<file path="config.mk">
export PLATFORM = sky130hd
export DESIGN_NAME = mailbox_bridge
export DESIGN_NICKNAME = d
export VERILOG_FILES = /design/src/rtl/mbx_pkg.sv /design/src/rtl/mbx_strobe_sync.sv /design/src/rtl/mbx_dbuf.sv /design/src/rtl/mailbox_bridge.sv
export SDC_FILE = /design/constraint.sdc
export NUM_CORES = 1
export LEC_CHECK = 0
export ABC_AREA = 1
export BUFFER_PORTS_ARGS = -buffer_cell sky130_fd_sc_hd__clkbuf_2
export CAP_MARGIN = 20
export CORE_UTILIZATION = 60
export DETAILED_ROUTE_END_ITERATION = 16
export GPL_TIMING_DRIVEN = 0
export PLACE_DENSITY = 0.86
export SYNTH_ARGS = -nofsm -noshare
export SYNTH_HDL_FRONTEND = slang
export SYNTH_SLANG_ARGS = --single-unit
</file>
<file path="constraint.sdc">
create_clock -name clk -period 4.7 [get_ports clk]
set_input_delay 0.47 -clock clk [delete_from_list [all_inputs] [get_ports clk]]
set_output_delay 0.47 -clock clk [all_outputs]
set_load 0.02 [all_outputs]
</file>
<file path="src/rtl/mbx_pkg.sv">
package mbx_pkg;
  // Operation applied to a two-entry buffer in one clock: {push, pop}.
  typedef enum logic [1:0] {
    OP_IDLE = 2'b00,
    OP_POP  = 2'b01,
    OP_PUSH = 2'b10,
    OP_BOTH = 2'b11
  } buf_op_e;
endpackage

</file>
<file path="src/rtl/mbx_strobe_sync.sv">
module mbx_strobe_sync #(
  parameter int STAGES = 2
) (
  input  logic clk,
  input  logic rst,
  input  logic strobe_n,
  output logic done
);
  localparam int MSB = STAGES - 1;

  logic [MSB:0] shreg;
  logic         last_q;

  generate
    if (STAGES > 1) begin : g_multi
      always_ff @(posedge clk) begin
        if (rst) shreg <= '1;
        else     shreg <= {shreg[MSB-1:0], strobe_n};
      end
    end else begin : g_single
      always_ff @(posedge clk) begin
        if (rst) shreg <= '1;
        else     shreg <= strobe_n;
      end
    end
  endgenerate

  always_ff @(posedge clk) begin
    if (rst) last_q <= 1'b1;
    else     last_q <= shreg[MSB];
  end

  // Release of the active-low strobe: one pulse per access.
  assign done = shreg[MSB] & ~last_q;
endmodule

</file>
<file path="src/rtl/mbx_dbuf.sv">
module mbx_dbuf
  import mbx_pkg::*;
#(
  parameter int WIDTH = 8
) (
  input  logic             clk,
  input  logic             rst,
  input  logic             push,
  input  logic             pop,
  input  logic [WIDTH-1:0] din,
  output logic [WIDTH-1:0] dout,
  output logic             valid,
  output logic             drop
);
  logic [WIDTH-1:0] head_q, tail_q;
  logic             head_v, tail_v;
  logic             pop_ok;
  buf_op_e          op;

  assign pop_ok = pop & head_v;
  assign op     = buf_op_e'({push, pop_ok});
  assign drop   = push & head_v & tail_v & ~pop_ok;

  always_ff @(posedge clk) begin
    if (rst) begin
      head_v <= 1'b0;
      tail_v <= 1'b0;
    end else begin
      unique case (op)
        OP_PUSH: begin
          if (!head_v)      head_v <= 1'b1;
          else if (!tail_v) tail_v <= 1'b1;
        end
        OP_POP: begin
          head_v <= tail_v;
          tail_v <= 1'b0;
        end
        default: ;
      endcase
    end
  end

  always_ff @(posedge clk) begin
    unique case (op)
      OP_PUSH: begin
        if (!head_v)      head_q <= din;
        else if (!tail_v) tail_q <= din;
      end
      OP_POP:  head_q <= tail_q;
      OP_BOTH: begin
        if (tail_v) begin
          head_q <= tail_q;
          tail_q <= din;
        end else begin
          head_q <= din;
        end
      end
      default: ;
    endcase
  end

  assign dout  = head_q;
  assign valid = head_v;
endmodule

</file>
<file path="src/rtl/mailbox_bridge.sv">
module mailbox_bridge #(
  parameter int ADDR_W      = 4,
  parameter int DATA_W      = 8,
  parameter int SYNC_STAGES = 2
) (
  input  logic                     clk,
  input  logic                     rst,
  input  logic [ADDR_W-1:0]        host_addr,
  input  logic [DATA_W-1:0]        host_wdata,
  input  logic                     host_wr_n,
  input  logic                     host_rd_n,
  output logic [DATA_W-1:0]        host_rdata,
  output logic                     host_irq,
  input  logic                     mcu_rd,
  output logic [ADDR_W+DATA_W-1:0] mcu_word,
  output logic                     mcu_irq,
  output logic                     mcu_overrun,
  input  logic                     mcu_wr,
  input  logic [DATA_W-1:0]        mcu_wdata
);
  localparam int WORD_W = ADDR_W + DATA_W;

  logic wr_done, rd_done;
  logic in_drop, out_drop_unused;
  logic ovr_q;

  mbx_strobe_sync #(.STAGES(SYNC_STAGES)) u_wr_sync (
    .clk(clk), .rst(rst), .strobe_n(host_wr_n), .done(wr_done)
  );

  mbx_strobe_sync #(.STAGES(SYNC_STAGES)) u_rd_sync (
    .clk(clk), .rst(rst), .strobe_n(host_rd_n), .done(rd_done)
  );

  mbx_dbuf #(.WIDTH(WORD_W)) u_inbound (
    .clk(clk), .rst(rst),
    .push(wr_done), .pop(mcu_rd),
    .din({host_addr, host_wdata}),
    .dout(mcu_word), .valid(mcu_irq), .drop(in_drop)
  );

  mbx_dbuf #(.WIDTH(DATA_W)) u_outbound (
    .clk(clk), .rst(rst),
    .push(mcu_wr), .pop(rd_done),
    .din(mcu_wdata),
    .dout(host_rdata), .valid(host_irq), .drop(out_drop_unused)
  );

  always_ff @(posedge clk) begin
    if (rst)          ovr_q <= 1'b0;
    else if (in_drop) ovr_q <= 1'b1;
  end

  assign mcu_overrun = ovr_q;
endmodule

</file>
==> results.md, run 1 <==
* R2R Path Start: u_inbound.valid
* First drt pass iteration count at 5
* First-pass GRT wire length at roughly 9200 µm
* WHS Path Cells at 2
* Post-route DRC at 0
* Highest Clock Rate at roughly 420 MHz
* Headroom to the max-slew limit at a little under a third
* Multi-input gate area at roughly 970 µm²
* Max_cap viols at 0
* Req. time, crit path at roughly 4.6 ns
* Die W at ~69 µm
* Io pins at 49
* PostCTS Resize Cnt at 0
* Status: completed
* Uppermost layer routed: met4
* Ys Warns at 0
* Cts hold-fix bufs at 0
* # rows at 23
* Via Count at 2,275
* Routability congestion estimate at about 0.9
* R2R Setup Slk at ~2.3 ns
* Dpl cells at roughly 400
* Largest net degree at the start of global routing at 16
* Clk slew on worst S/H paths at 0.09 ns
* Grt ovf at 0
* Vias per inst at about 5.5
* Total global-route track usage at roughly a quarter
* Fillers at just under 300
* Setup crit end kind: register
* RSZ-0062 raised after global routing: no
* DP Area at 2990 µm²
* Clock Skews at approximately 0.0097 ns
* Met3 wire length at around 370 µm
* Number of synthesized register bits at between 50 and 60
* Post-synthesis instance total at 307
* Leak at around 1.4 nW
* Clock latency on the worst-skew pair at between 0.3 and 0.4 ns
* CTS tree: yes
* Area Overhead vs Synth at 15.94%
* Arrival time at the worst endpoint at approximately 2.3 ns
* Clock sinks at 51
* WL met2 at 2813 µm
* Non-Filler Instances at 414
* Antenna Cells at 0
* Total power at ~0.95 mW
* Worst Hold Launch: host_rd_n
* Final instance area at approximately 3100 µm²
* Register area share after synthesis at approximately 53%
* Hpwl dp at 3986 µm
* Num CTS Buffers at 5
* Area of the mapped netlist at 2676 µm²
* CTS Root Cell: clkbuf_8
* Met1 wire length at 2461 µm
* Mapped Nets at around 340
* Drt total wl at between 5000 and 6000 µm
* Critical path class: reg -> reg
* Final worst path period share at between 50% and 60%
* Fin. Hold Viols at 0
* DRT antenna net count at 0
* FF+latch area at 1421 µm²
* Yosys cell types at 25
* Cell Pwr Density at 306.6 nW/µm²
* Wire per inst at between 10 and 15 µm
* VDD IR max at between 0.2 and 0.25 mV
* Critical path startpoint category: register
* Die height at a little under 70 µm
* Post-layout util at between 70 and 80%
* Initial antenna violation count at 0
* Hold slack at 0.3456 ns
* Avg Inst Size Synth at just under 9 µm²
* Core area at 4144 µm²
* DP Worst Slack at just over 2 ns
* Hold worst-path end: u_rd_sync.shreg[0]
* Die area at 4731 µm²
* Final Setup Violations at 0
* Layout cells sized above 1 at 22.25%
* Slew Viols, Final at 0
* Nets at between 300 and 400
* Tightest Pin Transition at ~1.0 ns
* CTS Buffer Depth at 2
* Setup_tns at 0 ns
* Iter 0 DRT Violations at 260
* CTS HTree Levels at 2
* R2r endpoint: u_inbound.tail_q[8]
* R2R cell count at 7
* Vias in the first global route at approximately 2,100
* Worst setup slack after layout at around 2.3 ns
* Starting Density at about 65%
* CP max FO at 12
* PortBufs at between 40 and 50
* Hold crit path type: in -> reg
* Post-CTS Setup Bufs at 0
* Fin crit period at approximately 2.4 ns
## kinds of logic after synthesis
kind of cell	Yosys count	synth area share [%]
fa+ha+maj	6	2.805
flops	51	53.11
compound gates	78	15.47
buf+inv	60	10.75
simple gates	112	17.86
## how the worst max path moves through the flow
stage | startpoint | end | slack, ns | cells after the start
final | u_inbound.valid | u_inbound.tail_q[8] | 2.31 | 7
after global routing | u_inbound.valid | u_inbound.tail_q[4] | 2.13 | 7
after CTS | u_inbound.valid | u_inbound.tail_q[8] | 2.28 | 7
after detailed placement | mcu_rd | u_inbound.tail_q[7] | 2.06 | 8
after global placement | mcu_rd | u_inbound.tail_q[8] | 2.10 | 8
after floorplan | mcu_rd | u_inbound.tail_q[0] | 2.62 | 7
## registers in the layout, summed over array words and instances, names as in the netlist
signal / cells
u_inbound.dout: 12
u_inbound.tail_q: 12
u_outbound.dout: 8
u_outbound.tail_q: 8
u_rd_sync.shreg: 2
u_wr_sync.shreg: 2
mcu_overrun: 1
u_inbound.tail_v: 1
u_inbound.valid: 1
u_outbound.tail_v: 1
u_outbound.valid: 1
u_rd_sync.last_q: 1
u_wr_sync.last_q: 1
## layout by cell type (no fill, tap or decap), types with 3 or more instances in the layout
cell | synthesis | layout
buf_4 | 3 | 3
buf_2 | 6 | 6
a21oi_1 | 28 | 28
clkbuf_8 | 1 | 7
o21ai_1 | 10 | 11
nand3_1 | 26 | 26
nand2_1 | 56 | 56
or2_2 | 5 | 5
clkbuf_2 | 0 | 48
buf_6 | 2 | 3
ha_1 | 6 | 6
inv_1 | 44 | 44
o21ai_0 | 31 | 30
edfxtp_1 | 40 | 40
nor2_1 | 22 | 22
dfxtp_1 | 11 | 11
a21boi_0 | 7 | 7
## synth_stat cells
library cell | n | share of area [%]
a21boi_0 | 7 | 2.0
nand2_4 | 1 | 0.42
a21oi_1 | 28 | 5.2
nand2_1 | 56 | 7.9
buf_6 | 2 | 0.84
o21ai_0 | 31 | 5.8
nand3_1 | 26 | 4.9
buf_4 | 3 | 0.84
inv_1 | 44 | 6.2
inv_4 | 1 | 0.23
buf_2 | 6 | 1.1
nor2_2 | 1 | 0.23
a21oi_2 | 1 | 0.33
nand2_2 | 1 | 0.23
edfxtp_1 | 40 | 45
buf_12 | 1 | 0.75
o21ai_1 | 10 | 1.9
or2_2 | 5 | 1.2
dfxtp_1 | 11 | 8.2
clkbuf_8 | 1 | 0.51
inv_2 | 1 | 0.14
a21boi_1 | 1 | 0.28
ha_1 | 6 | 2.8
nor2_1 | 22 | 3.1
clkbuf_1 | 1 | 0.14
## per-layer routing
metal,vias up,GRT usage (%)
li1,1130,-
met3,10,5.099
met1,1038,32.95
met4,0,6.122
met2,97,46.81
met5,-,0
## critical path, cell delays in order (launching register included)
cell and delay, ns:
dfxtp_1 0.38, nand2_4 0.14, inv_4 0.06, buf_12 0.14, ha_1 0.24, inv_1 0.18
o21ai_0 0.10, nor2_1 0.78
## layout make-up
type                       count  area share, %
multi-input combinational    196          31.17
inverter                      46          5.645
clock buffer                   7          3.468
sequential                    51          45.81
clock inverter                 1         0.1613
timing repair buffer          49          8.105
tap                           50          2.016
buffer                        14          3.629
## where the power goes
part	switching (mW)	total (mW)	internal (mW)
Sequential	0.00874	0.523	0.515
Combinational	0.0839	0.132	0.0482
Clock	0.145	0.296	0.151
Total	0.237	0.951	0.714
No activity file was read; power rests on OpenSTA's default activity.
==> inputs of run 2 (changes only) <==
--- a/config.mk
+++ b/config.mk
@@ -8,10 +8,10 @@
 export ABC_AREA = 1
 export BUFFER_PORTS_ARGS = -buffer_cell sky130_fd_sc_hd__clkbuf_2
 export CAP_MARGIN = 20
-export CORE_UTILIZATION = 60
+export CORE_UTILIZATION = 55
 export DETAILED_ROUTE_END_ITERATION = 16
 export GPL_TIMING_DRIVEN = 0
-export PLACE_DENSITY = 0.86
+export PLACE_DENSITY = 0.8
 export SYNTH_ARGS = -nofsm -noshare
 export SYNTH_HDL_FRONTEND = slang
 export SYNTH_SLANG_ARGS = --single-unit
==> constraint.sdc (replaced) <==
create_clock -name clk -period 2.37 [get_ports clk]
set_input_delay 0.237 -clock clk [delete_from_list [all_inputs] [get_ports clk]]
set_output_delay 0.237 -clock clk [all_outputs]
set_load 0.02 [all_outputs]
==> run 2 against run 1 <==
  * Sequential power grew 99%
  * Utilization shrank 9.2 points
  * Worst hold slack lost 0.25 ns
  * Sequential share of layout area grew 0.32 points
  * Non-clock buffer count is the same
  * Combinational power grew 97%
  * Clock power grew 70%
  * Fmax grew 7.6%
  * Count of clock-buffer cells in the layout shrank 1
  * Cell count grew 0.97%
  * Largest cell class unchanged
==> results.md, run 2 (same netlist as run 1, synthesis figures left out) <==
* CTS tree: yes
* Hpwl dp at 3799 µm (-4.7%)
* Arrival time at the worst endpoint at 2.16 ns (-0.15 ns)
* Fillers at 379 (+29%)
* Total power at 1.799 mW (+89%)
* Wire per inst at 13.47 µm (-2.5%)
* Clock Skews at 0.009441 ns (-0.0002371 ns)
* CTS Root Cell: clkbuf_8
* Io pins at 49 (unchanged)
* Die W at 71.76 µm (+4.3%)
* DRT antenna net count at 0 (unchanged)
* Final worst path period share at 93.57% (+43 points)
* Initial antenna violation count at 0 (unchanged)
* Die height at 71.76 µm (+4.3%)
* Setup_tns at 0 ns (unchanged)
* PortBufs at 48 (unchanged)
* Headroom to the max-slew limit at 51.67% (+21 points)
* Iter 0 DRT Violations at 228 (-12%)
* Drt total wl at 5629 µm (-1.6%)
* Multi-input gate area at 969.7 µm² (+0.26%)
* Nets at 395 (unchanged)
* Clock sinks at 51 (unchanged)
* Total global-route track usage at 23.76% (-2.6 points)
* Clk slew on worst S/H paths at 0.09 ns (about the same)
* Vias in the first global route at 2,017 (-5.6%)
* Vias per inst at 5.385 (-2.0%)
* DP Worst Slack at -0.05308 ns (-2.113 ns)
* Commonest non-fill, non-tap cell in the layout: nand2_1
* CTS HTree Levels at 2 (unchanged)
* Critical path startpoint category: register
* Largest net degree at the start of global routing at 16 (unchanged)
* VDD IR max at 0.3182 mV (+57%)
* Via Count at 2,251 (-1.1%)
* First-pass GRT wire length at 9328 µm (+1.6%)
* # rows at 25 (+8.7%)
* Hold crit path type: in -> reg
* Starting Density at 57.04% (-7.5 points)
* Grt ovf at 0 (unchanged)
* Most frequent cells in the layout: nand2_1, clkbuf_2, inv_1
* Critical path class: reg -> reg
* CP max FO at 12 (unchanged)
* Tightest Pin Transition at 0.7223 ns (-0.3123 ns)
* Clock latency on the worst-skew pair at 0.31 ns (about the same)
* Num CTS Buffers at 5 (unchanged)
* Highest Clock Rate at 450.9 MHz (+7.6%)
* First drt pass iteration count at 5 (unchanged)
* Fin. Hold Viols at 0 (unchanged)
* FF+latch area at 1421 µm² (unchanged)
* Max_cap viols at 0 (unchanged)
* Req. time, crit path at 2.32 ns (-2.31 ns)
* Worst setup slack after layout at 0.1523 ns (-2.162 ns)
* Status: completed
* Layout cells sized above 1 at 22.25% (unchanged)
* Antenna Cells at 0 (unchanged)
* Post-layout util at 65.68% (-9.2 points)
* Setup crit end kind: register
* Slew Viols, Final at 0 (unchanged)
* Cell Pwr Density at 583.6 nW/µm² (+90%)
* Post-route DRC at 0 (unchanged)
* Leak at 1.406 nW (-1.0%)
* Die area at 5149 µm² (+8.8%)
* Cts hold-fix bufs at 0 (unchanged)
* Area Overhead vs Synth at 15.15%
* Routability congestion estimate at 0.7851 (-11%)
* RSZ-0062 raised after global routing: no
* Fin crit period at 2.218 ns (-0.1680 ns)
* Final Setup Violations at 0 (unchanged)
* Core area at 4692 µm² (+13%)
* CTS Buffer Depth at 2 (unchanged)
-- run 2: where the power goes --
| group | switching, mW | internal (mW) | total, mW | leakage, nW |
|---|---|---|---|---|
| logic | 0.164 | 0.0959 | 0.260 | 0.899 |
| clock network | 0.294 | 0.208 | 0.502 | 0.0455 |
| registers | 0.0162 | 1.02 | 1.04 | 0.461 |
| total | 0.474 | 1.32 | 1.80 | 1.41 |
-- run 2: area by class of cell --
class	count	area share, %
inverters	46	5.684
well taps	54	2.192
flip-flops and latches	51	46.12
clock buffers	6	2.355
plain buffers	14	3.654
repair buffers	49	8.161
clock inverters	2	0.3654
multi-input cells	196	31.47
-- run 2: worst max-delay path, cell delays in order, from the launching register on --
cell and delay, ns:
dfxtp_1 0.39, nand2_4 0.14, inv_4 0.06, buf_12 0.14, ha_1 0.22, inv_1 0.20
o21ai_0 0.15, nor2_2 0.53
-- run 2: final timing paths --
kind / from / to / slack [ns] / cells after the start
worst max register to register: u_inbound.valid / u_inbound.tail_q[9] / 0.15 / 7
worst min-delay path: host_rd_n / u_rd_sync.shreg[0] / 0.1 / 2
worst max-delay path: u_inbound.valid / u_inbound.tail_q[9] / 0.15 / 7
worst min register to register: u_wr_sync.shreg[0] / u_wr_sync.shreg[1] / 0.42 / 1
-- run 2: what timing repair did --
action / in CTS / in global routing
gates resized for setup: 1 / 0
endpoints found under the setup margin: 12 / 0
buffers inserted: 0 / 0
-- run 2: through the flow --
stage	instances	hold WS (ns)	instance area, µm²
after floorplan	307	0.3061	2676
after global placement	409	0.3919	2984
after detailed placement	410	0.3937	2995
after CTS	418	0.09182	3082
after global routing	418	0.09796	3082
final	418	0.09774	3082
-- run 2: layer usage --
metal | wire [µm] | up-vias | global-route usage (%)
li1 | - | 1127 | -
met1 | 2497 | 1011 | 32.72
met2 | 2612 | 103 | 37.00
met3 | 401 | 10 | 4.641
met4 | 118 | 0 | 9.804
met5 | 0 | - | 0
==> inputs of run 3 (changes only) <==
--- a/config.mk
+++ b/config.mk
@@ -5,10 +5,10 @@
 export SDC_FILE = /design/constraint.sdc
 export NUM_CORES = 1
 export LEC_CHECK = 0
-export ABC_AREA = 1
 export BUFFER_PORTS_ARGS = -buffer_cell sky130_fd_sc_hd__clkbuf_2
 export CAP_MARGIN = 20
-export CORE_UTILIZATION = 55
+export CORE_UTILIZATION = 54
+export CTS_CLUSTER_DIAMETER = 50
 export DETAILED_ROUTE_END_ITERATION = 16
 export GPL_TIMING_DRIVEN = 0
 export PLACE_DENSITY = 0.8
==> run 3 against run 2 <==
  * Design area decreased by 10%
  * Die area down 11%
  * First-iteration DRC count decreased by 60%
  * Routed wire length fell by 24%
  * Cell count shrank 32%
  * Sequential power about the same
  * Setup slack better by 0.073 ns
  * Combinational power fell by 17%
  * Worst hold slack improved by 0.021 ns
  * Area after synthesis shrank 13%
  * Highest routed layer unchanged
  * Via count fell by 30%
==> results.md, run 3 <==
* Iter 0 DRT Violations at 92 (-60%)
* Die area at 4579 µm² (-11%)
* Slew Viols, Final at 0 (unchanged)
* Avg Inst Size Synth at 13.31 µm² (+53%)
* Headroom to the max-slew limit at 36.42% (-15 points)
* Clk slew on worst S/H paths at 0.09 ns (about the same)
* R2r endpoint: u_inbound.tail_q[4]
* Final worst path period share at 90.48% (-3.1 points)
* Largest net degree at the start of global routing at 16 (unchanged)
* Number of synthesized register bits at 51 (unchanged)
* DRT antenna net count at 0 (unchanged)
* Layout cells sized above 1 at 34.33% (+12 points)
* R2R cell count at 5 (-2)
* Vias per inst at 5.534 (+2.8%)
* Post-synth ARST share at 0% (unchanged)
* Max_cap viols at 0 (unchanged)
* Leak at 1.120 nW (-20%)
* Grt ovf at 0 (unchanged)
* PortBufs at 48 (unchanged)
* Antenna Cells at 0 (unchanged)
* Final instance area at 2761 µm² (-10%)
* PostCTS Resize Cnt at 0 (-1)
* Tightest Pin Transition at 0.9485 ns (+0.2262 ns)
* Mapped Nets at 207 (-39%)
* Post-synth top area share at 51.59% (+6.7 points)
* Total power at 1.840 mW (+2.3%)
* Io pins at 49 (unchanged)
* Top FF cell, synth: edfxtp_1
* Critical path startpoint category: register
* First drt pass iteration count at 4 (-1)
* Die W at 67.67 µm (-5.7%)
* DP Area at 2644 µm² (-12%)
* Dominant cell type by area after synthesis: edfxtp_1
* Worst setup slack after layout at 0.2257 ns (+0.07343 ns)
* Clock Skews at 0.008744 ns (-0.0006975 ns)
* Critical Path Start: u_inbound.valid
* R2R Path Start: u_inbound.valid
* Post-layout util at 68.05% (+2.4 points)
* CTS HTree Levels at 2 (unchanged)
* Req. time, crit path at 2.30 ns (-0.02 ns)
* Hold slack at 0.1187 ns (+0.02100 ns)
* Commonest cells post-synth: edfxtp_1, mux2_1, nand2_1, a22o_1, dfxtp_1
* R2R Setup Slk at 0.23 ns (+0.07 ns)
* Ys Warns at 0 (unchanged)
* Clock latency on the worst-skew pair at 0.30 ns (about the same)
* CTS Buffer Depth at 2 (unchanged)
* # rows at 23 (-8.0%)
* CP max FO at 12 (unchanged)
* Hold crit path type: in -> reg
* Count leader, synth: edfxtp_1
* Routability congestion estimate at 0.7665 (-2.4%)
* Highest Clock Rate at 466.4 MHz (+3.4%)
* Hpwl dp at 3052 µm (-20%)
* Post-route DRC at 0 (unchanged)
* Area of the mapped netlist at 2328 µm² (-13%)
* Post-synth EDFFs at 40 (unchanged)
* Drt total wl at 4270 µm (-24%)
* DP Worst Slack at 0.1173 ns (+0.1704 ns)
* Most frequent cells in the layout: clkbuf_2, edfxtp_1, mux2_1
* CTS Root Cell: clkbuf_8
* Arrival time at the worst endpoint at 2.07 ns (-0.09 ns)
* First-pass GRT wire length at 6548 µm (-30%)
* Cell Pwr Density at 666.5 nW/µm² (+14%)
* Wire per inst at 15.09 µm (+12%)
* Register area share after synthesis at 61.04% (+7.9 points)
* Total global-route track usage at 19.70% (-4.1 points)
* RSZ-0062 raised after global routing: no
* VDD IR max at 0.4623 mV (+45%)
* Via Count at 1,566 (-30%)
* Area Overhead vs Synth at 18.59%
* CP Capture Point: u_inbound.tail_q[4]
* Fin. Hold Viols at 0 (unchanged)
* CTS tree: yes
* Starting Density at 57.39% (+0.35 points)
* Die height at 67.67 µm (-5.7%)
* Cts hold-fix bufs at 0 (unchanged)
* Core area at 4058 µm² (-14%)
* Num CTS Buffers at 5 (unchanged)
* Fin crit period at 2.144 ns (-0.07343 ns)
* Largest cells by area after synthesis: edfxtp_1, dfxtp_1, mux2_1
* Critical path class: reg -> reg
* Nets at 264 (-33%)
* Post-synthesis instance total at 175 (-43%)
* Initial antenna violation count at 0 (unchanged)
* Commonest non-fill, non-tap cell in the layout: clkbuf_2
* Post-CTS Setup Bufs at 0 (unchanged)
* Yosys cell types at 27 (+8.0%)
* Vias in the first global route at 1,480 (-27%)
* Final Setup Violations at 0 (unchanged)
* Setup crit end kind: register
* Clock sinks at 51 (unchanged)
* Status: completed
run 3: worst max-delay path, stage by stage (launching register included):
cell     delay, ns
dfxtp_1       0.38
nand2_2       0.14
inv_1         0.08
ha_1          0.23
nor2b_1       0.17
nor3_2        0.77
run 3: how the worst min path moves through the flow:
stage / startpoint / endpoint / cells past startpoint
after detailed placement: u_rd_sync.shreg[0] / u_rd_sync.shreg[1] / 1
after global placement: u_rd_sync.shreg[0] / u_rd_sync.shreg[1] / 1
after floorplan: host_rd_n / u_rd_sync.shreg[0] / 1
after global routing: host_wr_n / u_wr_sync.shreg[0] / 2
final: host_wr_n / u_wr_sync.shreg[0] / 2
after CTS: host_wr_n / u_wr_sync.shreg[0] / 2
run 3: routing by layer:
layer,vias to the layer above,global-route usage [%],routed length [µm]
met3,7,5.574,211
met1,756,23.67,1851
met2,43,32.80,2155
met5,-,0,0
met4,0,8.245,52
li1,760,-,-
run 3: power breakdown:
group	internal, mW	switching (mW)	leakage [nW]	total (mW)
Sequential	1.02	0.0217	0.462	1.04
Clock	0.308	0.277	0.0517	0.586
Combinational	0.0986	0.116	0.606	0.215
run 3: area by class of cell:
class	count	area, µm²
timing repair buffer	50	255.2
sequential	51	1421
clock buffer	5	68.82
fill	289	1296
clock inverter	3	38.79
buffer	8	42.54
multi-input combinational	109	845.8
inverter	7	26.28
tap	50	62.56
run 3: cells by family after synthesis:
kind of cell / count (synthesis) / synth area share, %
buf+inv: 15 / 2.956
mux: 29 / 13.97
simple gates: 43 / 8.867
flops: 51 / 61.04
compound gates: 31 / 9.941
fa+ha+maj: 6 / 3.224
run 3: through the flow:
step,std cells,TNS [ns]
detailed placement,274,0
CTS,282,0
finish,283,0
floorplan,175,0
global route,283,0
global placement,273,-3.872
